`src/rtl/sdram_wr_pkg.sv`:
```
package sdram_wr_pkg;

  typedef enum logic [3:0] {
    CMD_ACT = 4'b0011,
    CMD_WR  = 4'b0100,
    CMD_PRE = 4'b0010,
    CMD_NOP = 4'b0111
  } sdram_cmd_e;

  localparam int BURST    = 4;
  localparam int AP_BIT   = 10;

  // Relative cycle of PRECHARGE: recovery after last beat versus row-active minimum
  function automatic int pre_offset(int rcd, int wr, int ras);
    int v;
    v = rcd + BURST - 1 + wr;
    return (ras > v) ? ras : v;
  endfunction

  // Relative cycle of the final (done) cycle of a transaction
  function automatic int last_offset(int rcd, int wr, int ras, int rp, int rc);
    int v;
    v = pre_offset(rcd, wr, ras) + rp;
    if (rc > v) v = rc;
    return v - 1;
  endfunction

endpackage

```
`src/rtl/sdram_wr_timer.sv`:
```
module sdram_wr_timer
  import sdram_wr_pkg::*;
#(
  parameter int T_RCD = 3,
  parameter int T_WR  = 2,
  parameter int T_RAS = 6,
  parameter int T_RP  = 3,
  parameter int T_RC  = 9,
  localparam int IDX_W = $clog2(BURST)
) (
  input  logic             clk,
  input  logic             rst_n,
  input  logic             req_valid,
  output logic             accept,
  output logic             ev_act,
  output logic             ev_wr,
  output logic             ev_beat,
  output logic [IDX_W-1:0] beat_idx,
  output logic             ev_pre,
  output logic             ev_last
);
  localparam int PRE_T  = pre_offset(T_RCD, T_WR, T_RAS);
  localparam int LAST_T = last_offset(T_RCD, T_WR, T_RAS, T_RP, T_RC);
  localparam int CNT_W  = $clog2(LAST_T + 1) < IDX_W ? IDX_W : $clog2(LAST_T + 1);

  logic             busy;
  logic [CNT_W-1:0] t;

  assign ev_act   = busy && (t == CNT_W'(0));
  assign ev_wr    = busy && (t == CNT_W'(T_RCD));
  assign ev_beat  = busy && (t >= CNT_W'(T_RCD)) && (t <= CNT_W'(T_RCD + BURST - 1));
  assign beat_idx = IDX_W'(t - CNT_W'(T_RCD));
  assign ev_pre   = busy && (t == CNT_W'(PRE_T));
  assign ev_last  = busy && (t == CNT_W'(LAST_T));
  assign accept   = req_valid && (!busy || ev_last);

  always_ff @(posedge clk) begin
    if (!rst_n) begin
      busy <= 1'b0;
      t    <= '0;
    end else if (accept) begin
      busy <= 1'b1;
      t    <= '0;
    end else if (ev_last) begin
      busy <= 1'b0;
      t    <= '0;
    end else if (busy) begin
      t <= t + CNT_W'(1);
    end
  end

endmodule

```
`src/rtl/sdram_wr_capture.sv`:
```
module sdram_wr_capture
  import sdram_wr_pkg::*;
#(
  parameter int BANK_W = 2,
  parameter int ROW_W  = 13,
  parameter int COL_W  = 10,
  parameter int DQ_W   = 16,
  localparam int IDX_W  = $clog2(BURST),
  localparam int DATA_W = BURST * DQ_W
) (
  input  logic              clk,
  input  logic              rst_n,
  input  logic              accept,
  input  logic [BANK_W-1:0] req_bank,
  input  logic [ROW_W-1:0]  req_row,
  input  logic [COL_W-1:0]  req_col,
  input  logic [DATA_W-1:0] req_data,
  input  logic              req_all_banks,
  input  logic [IDX_W-1:0]  beat_idx,
  output logic [BANK_W-1:0] bank_q,
  output logic [ROW_W-1:0]  row_q,
  output logic [COL_W-1:0]  col_q,
  output logic              all_q,
  output logic [DQ_W-1:0]   beat_word
);
  logic [DATA_W-1:0] data_q;
  logic [DQ_W-1:0]   words [BURST];

  always_ff @(posedge clk) begin
    if (!rst_n) begin
      bank_q <= '0;
      row_q  <= '0;
      col_q  <= '0;
      all_q  <= 1'b0;
      data_q <= '0;
    end else if (accept) begin
      bank_q <= req_bank;
      row_q  <= req_row;
      col_q  <= req_col;
      all_q  <= req_all_banks;
      data_q <= req_data;
    end
  end

  for (genvar k = 0; k < BURST; k++) begin : g_word
    assign words[k] = data_q[k*DQ_W +: DQ_W];
  end

  assign beat_word = words[beat_idx];

endmodule

```
`src/rtl/sdram_wr_pins.sv`:
```
module sdram_wr_pins
  import sdram_wr_pkg::*;
#(
  parameter int ADDR_W = 13,
  parameter int BANK_W = 2,
  parameter int ROW_W  = 13,
  parameter int COL_W  = 10,
  parameter int DQ_W   = 16
) (
  input  logic              ev_act,
  input  logic              ev_wr,
  input  logic              ev_beat,
  input  logic              ev_pre,
  input  logic [BANK_W-1:0] bank_q,
  input  logic [ROW_W-1:0]  row_q,
  input  logic [COL_W-1:0]  col_q,
  input  logic              all_q,
  input  logic [DQ_W-1:0]   beat_word,
  output logic              cs_n,
  output logic              ras_n,
  output logic              cas_n,
  output logic              we_n,
  output logic [ADDR_W-1:0] addr,
  output logic [BANK_W-1:0] ba,
  output logic [DQ_W-1:0]   dq_out,
  output logic              dq_oe,
  output logic              dqm
);
  sdram_cmd_e cmd;

  always_comb begin
    cmd  = CMD_NOP;
    addr = '0;
    ba   = '0;
    if (ev_act) begin
      cmd  = CMD_ACT;
      addr = ADDR_W'(row_q);
      ba   = bank_q;
    end else if (ev_wr) begin
      cmd               = CMD_WR;
      addr[COL_W-1:0]   = col_q;
      addr[AP_BIT]      = 1'b0;
      ba                = bank_q;
    end else if (ev_pre) begin
      cmd          = CMD_PRE;
      addr[AP_BIT] = all_q;
      ba           = bank_q;
    end
  end

  assign {cs_n, ras_n, cas_n, we_n} = cmd;
  assign dq_oe  = ev_beat;
  assign dqm    = !ev_beat;
  assign dq_out = ev_beat ? beat_word : '0;

endmodule

```
`src/rtl/sdram_wr_seq.sv`:
```
module sdram_wr_seq
  import sdram_wr_pkg::*;
#(
  parameter int ADDR_W = 13,
  parameter int BANK_W = 2,
  parameter int ROW_W  = 13,
  parameter int COL_W  = 10,
  parameter int DQ_W   = 16,
  parameter int T_RCD  = 3,
  parameter int T_WR   = 2,
  parameter int T_RAS  = 6,
  parameter int T_RP   = 3,
  parameter int T_RC   = 9,
  localparam int IDX_W  = $clog2(BURST),
  localparam int DATA_W = BURST * DQ_W
) (
  input  logic              clk,
  input  logic              rst_n,
  input  logic              req_valid,
  input  logic [BANK_W-1:0] req_bank,
  input  logic [ROW_W-1:0]  req_row,
  input  logic [COL_W-1:0]  req_col,
  input  logic [DATA_W-1:0] req_data,
  input  logic              req_all_banks,
  output logic              cs_n,
  output logic              ras_n,
  output logic              cas_n,
  output logic              we_n,
  output logic [ADDR_W-1:0] addr,
  output logic [BANK_W-1:0] ba,
  output logic [DQ_W-1:0]   dq_out,
  output logic              dq_oe,
  output logic              dqm,
  output logic              done
);
  logic             accept;
  logic             ev_act, ev_wr, ev_beat, ev_pre, ev_last;
  logic [IDX_W-1:0] beat_idx;
  logic [BANK_W-1:0] bank_q;
  logic [ROW_W-1:0]  row_q;
  logic [COL_W-1:0]  col_q;
  logic              all_q;
  logic [DQ_W-1:0]   beat_word;

  sdram_wr_timer #(
    .T_RCD(T_RCD), .T_WR(T_WR), .T_RAS(T_RAS), .T_RP(T_RP), .T_RC(T_RC)
  ) u_timer (
    .clk(clk), .rst_n(rst_n), .req_valid(req_valid), .accept(accept),
    .ev_act(ev_act), .ev_wr(ev_wr), .ev_beat(ev_beat), .beat_idx(beat_idx),
    .ev_pre(ev_pre), .ev_last(ev_last)
  );

  sdram_wr_capture #(
    .BANK_W(BANK_W), .ROW_W(ROW_W), .COL_W(COL_W), .DQ_W(DQ_W)
  ) u_capture (
    .clk(clk), .rst_n(rst_n), .accept(accept),
    .req_bank(req_bank), .req_row(req_row), .req_col(req_col),
    .req_data(req_data), .req_all_banks(req_all_banks), .beat_idx(beat_idx),
    .bank_q(bank_q), .row_q(row_q), .col_q(col_q), .all_q(all_q),
    .beat_word(beat_word)
  );

  sdram_wr_pins #(
    .ADDR_W(ADDR_W), .BANK_W(BANK_W), .ROW_W(ROW_W), .COL_W(COL_W), .DQ_W(DQ_W)
  ) u_pins (
    .ev_act(ev_act), .ev_wr(ev_wr), .ev_beat(ev_beat), .ev_pre(ev_pre),
    .bank_q(bank_q), .row_q(row_q), .col_q(col_q), .all_q(all_q),
    .beat_word(beat_word),
    .cs_n(cs_n), .ras_n(ras_n), .cas_n(cas_n), .we_n(we_n),
    .addr(addr), .ba(ba), .dq_out(dq_out), .dq_oe(dq_oe), .dqm(dqm)
  );

  assign done = ev_last;

endmodule

```
`config.mk`:
```
export PLATFORM = sky130hd
export DESIGN_NAME = sdram_wr_seq
export DESIGN_NICKNAME = d
export VERILOG_FILES = /design/src/rtl/sdram_wr_pkg.sv /design/src/rtl/sdram_wr_timer.sv /design/src/rtl/sdram_wr_capture.sv /design/src/rtl/sdram_wr_pins.sv /design/src/rtl/sdram_wr_seq.sv
export SDC_FILE = /design/constraint.sdc
export NUM_CORES = 1
export LEC_CHECK = 0
export BUFFER_PORTS_ARGS = -buffer_cell sky130_fd_sc_hd__buf_2
export CORE_AREA = 3 3 101 103
export CTS_CLUSTER_SIZE = 40
export DETAILED_ROUTE_END_ITERATION = 8
export DIE_AREA = 0 0 104 106
export GPL_TIMING_DRIVEN = 0
export HOLD_SLACK_MARGIN = 0.06
export PLACE_DENSITY = 0.84
export REMOVE_ABC_BUFFERS = 1
export SYNTH_ARGS = -nofsm -noshare
export SYNTH_HDL_FRONTEND = slang
export SYNTH_SLANG_ARGS = --single-unit
```
`constraint.sdc`:
```
create_clock -name clk -period 3.1 [get_ports clk]
set_input_delay 0 -clock clk [delete_from_list [all_inputs] [get_ports clk]]
set_output_delay 0 -clock clk [all_outputs]
set_load 0.01 [all_outputs]
```
# After elaboration in Yosys (flattened, before gate mapping)
# Index checks and enable logic that the tools add are counted.
[totals]
mem_bits_rw = 0
in_bits = 93
latch_bits = 0
register_bits = 95
elab_cells = 47
memories = 0
output_inout_bits = 38
romBits = 0
[op_classes]
multipliers = 0
n_reduce_logical = 13
n_lt_le_gt_ge = 3
n_addsub = 2
n_eq_ne = 3
n_div = 0
bitwise = 2
n_mux = 17
shifts = 0
[op_table]
columns = ["operator", "n"]
rows = [
  ["2-to-1 mux 16 bit", 3],
  ["binary-select mux 16 bit (select 2 bit)", 1],
  ["2-to-1 mux 11 bit", 1],
  ["2-to-1 mux 10 bit", 1],
  ["== test 4 bit (second input constant)", 2],
  ["2-to-1 mux 2 bit", 4],
  ["2-to-1 mux 4 bit", 2],
  ["logical AND 1 bit", 7],
  ["adder 4 x 1 -> 4 bit (second input constant)", 1],
  ["== test 4 x 2 -> 1 bit (second input constant)", 1],
  ["greater-or-equal comparator 4 x 2 -> 1 bit (second input constant)", 1],
  ["less-or-equal comparator 4 x 3 -> 1 bit (second input constant)", 1],
  ["zero test 4 bit", 1],
  ["2-to-1 mux 1 bit", 4],
  ["greater-or-equal comparator 3 bit (second input constant)", 1],
  ["2-to-1 mux 3 bit", 1],
  ["inverter 2 -> 3 bit", 1],
  ["OR reduction 3 bit", 1],
  ["zero test 1 bit", 2],
  ["nonzero test 2 bit", 1],
  ["subtractor 2 bit (second input constant)", 1],
  ["logical OR 1 bit", 1],
  ["inverter 1 bit", 1],
]

# Depth between registers and ports, before layout
[depth]
ltp_word = 6
mapped_depth = 9

# By module
# A second synthesis with hierarchy kept.
[hier_totals]
cells_unflattened = 397
hier_area_um2 = 4476.8
[by_module_without_submodules]
columns = ["module", "seq_area_each_um2", "instances", "cells_per_inst", "area_per_inst_um2"]
rows = [
  ["sdram_wr_capture", 1801.7, 1, 310, 3799.9],
  ["sdram_wr_pins", 0.0, 1, 51, 340.3],
  ["sdram_wr_timer", 100.1, 1, 36, 336.6],
]

# Least setup slack after synthesis
# Ideal clock, no wire load.
[synth_path]
kind = "reg2out"
from = "reg u_timer.t[0]"
to = "out dq_out[10]"
setup_slack_ps = 1039
stages_incl_launch_ff = 9
arrival_ps = 2061
n_path_buf = 4
path_cell_list = "dfxtp_1 -> buf_2 -> buf_2 -> inv_1 -> ha_1 -> buf_6 -> buf_6 -> mux4_2 -> nor2b_1"
[synth_via]
elab_chain_cells = 6
elab_cells_between_ends = 10
classes_between = "1 x add/sub; 2 x order compare; 4 x mux; 1 x bitwise; 2 x reduce/logical"
[synth_lines]
columns = ["element", "line_no", "text"]
rows = [
  ["start: declaration", "sdram_wr_timer.sv:27", "logic [CNT_W-1:0] t;"],
  ["start signal: assignment", "sdram_wr_timer.sv:48", "t <= t + CNT_W'(1);"],
  ["subtractor 2 bit", "sdram_wr_timer.sv:32", "assign beat_idx = IDX_W'(t - CNT_W'(T_RCD));"],
  ["via beat_idx[0]", "sdram_wr_seq.sv:38", "logic [IDX_W-1:0] beat_idx;"],
  ["inverter 2 -> 3 bit (implied by the code)", "sdram_wr_capture.sv:49", "assign beat_word = words[beat_idx];"],
  ["binary-select mux 16 bit (select 2 bit)", "sdram_wr_capture.sv:49", ""],
  ["2-to-1 mux 16 bit (implied by the code) (2 in series)", "sdram_wr_capture.sv:49", ""],
  ["2-to-1 mux 16 bit", "sdram_wr_pins.sv:54", "assign dq_out = ev_beat ? beat_word : '0;"],
  ["end: declaration", "sdram_wr_seq.sv:31", "output logic [DQ_W-1:0] dq_out,"],
]
# The timed path passes the listed nets, and every way through them passes these cells. The select of a mux whose other input is x is not followed.

# Worst setup path after layout
[layout_path]
from = "reg u_timer.t[0]"
to = "out dq_out[5]"
# The elaborated chain is that of the path after synthesis.

==> qor.yml <==
final_layout:
  final_cells: 822
  drive_above_1_share_pct: 24.68
  num_antenna_cells: 0
  layout_commonest_cell: "nand2_1"
  area_growth_pct: 35.96
  postLayoutCellArea_um2: 6372
  final_nets: 784
  layout_common_cells: "nand2_1 (184), buf_2 (128), dfxtp_1 (94)"
yosys:
  postSynthCellCount: 492
  ys_seq_area_share_pct: 40.58
  synthesis.area_um2: 4687
  ys_top_cells_by_area: "dfxtp_1 (41%), mux2i_1 (20%), nand2_1 (15%), mux4_2 (7.7%), buf_12 (4.3%)"
  synthDominantCellAreaShare_pct: 40.58
  ys_warn_count: 0
  ys_ff_latch: 95
  syn_area_per_cell_um2: 9.526
  yosys.cell_types.count: 31
  yosysTopAreaCell: "dfxtp_1"
detailed_routing:
  drt-vias-per-instance: 5.015
  detail_route.wl_per_cell_um: 14.64
  wl_um: 12030
  drt_pass1_iterations: 4
  ant_nets: 0
  route.detailed.drc: 0
  drt_iter0_drc: 169
  via_count: 4122
power_and_ir_drop:
  switchingPower_mw: 0.6633
  p_per_area_nw_per_um2: 399.4
  power_frac_seq_pct: 52.9
  power_frac_clock_pct: 28.8
  switching_share_pct: 26.06
  combPwrFrac_pct: 18.3
  intPower_mw: 1.882
  vdd_drop_max_mv: 0.2536
  cellLeakagePower_nw: 2.847
global_route:
  grt_antenna_before_repair: 0
  grt_pass1_wl_um: 19920
  gr-usage-all-layers_pct: 21.83
  grt_max_degree: 94
  grt-ovfl-total: 0
  grt_pass1_vias: 4301
placement:
  post-dp-hpwl_um: 7110
  post_dp_cell_area_um2: 5276
  gp_congestion: 0.7430
  place_inst: 715
  place_ws_ps: -202.0
  numPortBuffers: 129
setup_path:
  critPathBufInv: 2
  worstPathRequired_ps: 3100
  slowest_stage: "ha_2"
  worstPathArrival_ps: 2850
  path_cells: "inv_1 > ha_2 > mux4_2 > nor2b_1 > buf_2"
  path_delay_family: "adder cells"
  cpPeakStageDelay_ps: 760
  cp_max_fo: 20
  path_class: "flop to output port"
  crit_path_end_kind: "output port"
  critPathLaunchType: "flop"
timing:
  finalCriticalPeriod_ps: 2845
  fin_tns_setup_ps: 0
  rsz0062_at_grt: "no"
  slew_headroom_pct: 28.22
  skew_ps: 15.64
  setup_viol: 0
  drv_slew: 0
  whs_ps: 135.2
  tightest_slew_ps: 1077
  fin_ws_ps: 254.9
  post-route-period-util_pct: 91.78
  fmax_ghz: 0.3515
  finalHoldViolCount: 0
cts:
  h-tree-depth: 3
  clk_pin_slew_ps: 90
  cts_tree: "yes"
  cts_buffers: 9
  root_buffer: "clkbuf_8"
  postCtsSetupRepairBufs: 0
  cts.sink_count: 95
  clk_path_buf_depth: 2
  insertion_delay_ps: 350
hold_path:
  min_path_type: "primary input to flop"
floorplan:
  die_x_um: 104
  core_um2: 9284
  dieArea_um2: 11020
  core.rowCount: 35
  io_pins: 131
  die_y_um: 106
  floorplan.initialDensity_pct: 50.49
status:
  outcome: "finished clean"
flow_run:
  maxCapViolations: 0
[worst register-to-register path: stages, from the launching register on]
cell	delay [ps]
dfxtp_2	490
inv_1	160
ha_1	230
nand3b_4	120
a21boi_4	690
buf_12	290
buf_12	230
mux2i_1	230
[Yosys cell counts]
cell type  number
o2111ai_2       1
o211ai_1        1
dfxtp_1        95
mux4_2         16
inv_1           6
xnor2_1         2
a22o_1         10
buf_6           3
buf_2           6
a21boi_4        1
buf_4           1
nor2b_1        18
nor2_1          6
nand3b_4        1
nor3_1          1
ha_1            3
nor3b_2         1
and3_1          2
a21o_1          1
clkbuf_1       20
nand2_1       184
and2_1          2
conb_1          1
buf_12         10
nand2b_1        3
xor2_1          1
o21ai_0         1
nand3b_1        1
mux2i_1        92
a21oi_1         1
nand4_1         1
[repair_timing]
action,CTS,global route
hold buffers,91,0
endpoints found under the setup margin,27,0
gates resized for setup,3,0
hold endpoints to repair,91,0
[state kept, by name (all words and copies together), names as in the netlist]
| signal | cells |
|---|---|
| u_capture.data_q | 64 |
| u_capture.row_q | 13 |
| u_capture.col_q | 10 |
| u_timer.t | 4 |
| u_capture.bank_q | 2 |
| u_capture.all_q | 1 |
| u_timer.busy | 1 |
[kinds of logic after synthesis]
| group | Yosys count | share of synthesized area, % |
|---|---|---|
| AO/OA/AOI/OAI | 16 | 3.123 |
| buffers and inverters | 46 | 7.875 |
| multiplexers | 108 | 27.34 |
| XOR/XNOR | 3 | 0.5607 |
| AND/OR/NAND/NOR | 220 | 19.65 |
| adder cells (fa/ha/maj) | 3 | 0.8009 |
| flip-flops | 95 | 40.58 |
| other | 1 | 0.08001 |
[final cells by class]
cell class | count | area, um^2
sequential | 95 | 1903
clock inverter | 4 | 31.28
inverter | 6 | 22.52
fill | 700 | 2912
tap | 129 | 161.4
multi-input combinational | 351 | 2424
clock buffer | 12 | 145.1
timing repair buffer | 225 | 1685
[stage by stage]
stage / utilization, % / power (mW)
2_1_floorplan: - / 1.586
6_report: 68.64 / 2.545
3_5_place_dp: 56.83 / 1.742
5_1_grt: 68.64 / 2.666
3_3_place_gp: 55.44 / 1.719
4_1_cts: 68.64 / 2.555
[final timing paths]
path / startpoint / to / slack (ps) / cells past startpoint
worst max-delay path: u_timer.t[0]$_SDFFE_PP0P_ / dq_out[5] / 250 / 5
worst min register to register: u_capture.row_q[11]$_SDFFE_PN0P_ / u_capture.row_q[11]$_SDFFE_PN0P_ / 460 / 2
worst min-delay path: rst_n / u_capture.all_q$_SDFFE_PN0P_ / 140 / 3
worst max register to register: u_timer.t[0]$_SDFFE_PP0P_ / u_capture.data_q[43]$_SDFFE_PN0P_ / 590 / 7
[metal layers]
metal / vias up / global-route usage [%] / wire (um)
met5: - / 0 / 0
met1: 1931 / 24.63 / 4830
li1: 2019 / - / -
met4: 0 / 8.167 / 297
met2: 141 / 40.44 / 6272
met3: 31 / 4.554 / 630
[power groups by stage]
stage               Clock, mW  Sequential (mW)  Combinational [mW]
floorplan                   0             1.36               0.229
detailed placement          0             1.37               0.369
global placement            0             1.37               0.353
CTS                     0.752             1.34               0.458
global route            0.802             1.36               0.508
finish                  0.733             1.35               0.466
No activity file was read; power rests on OpenSTA's default activity.
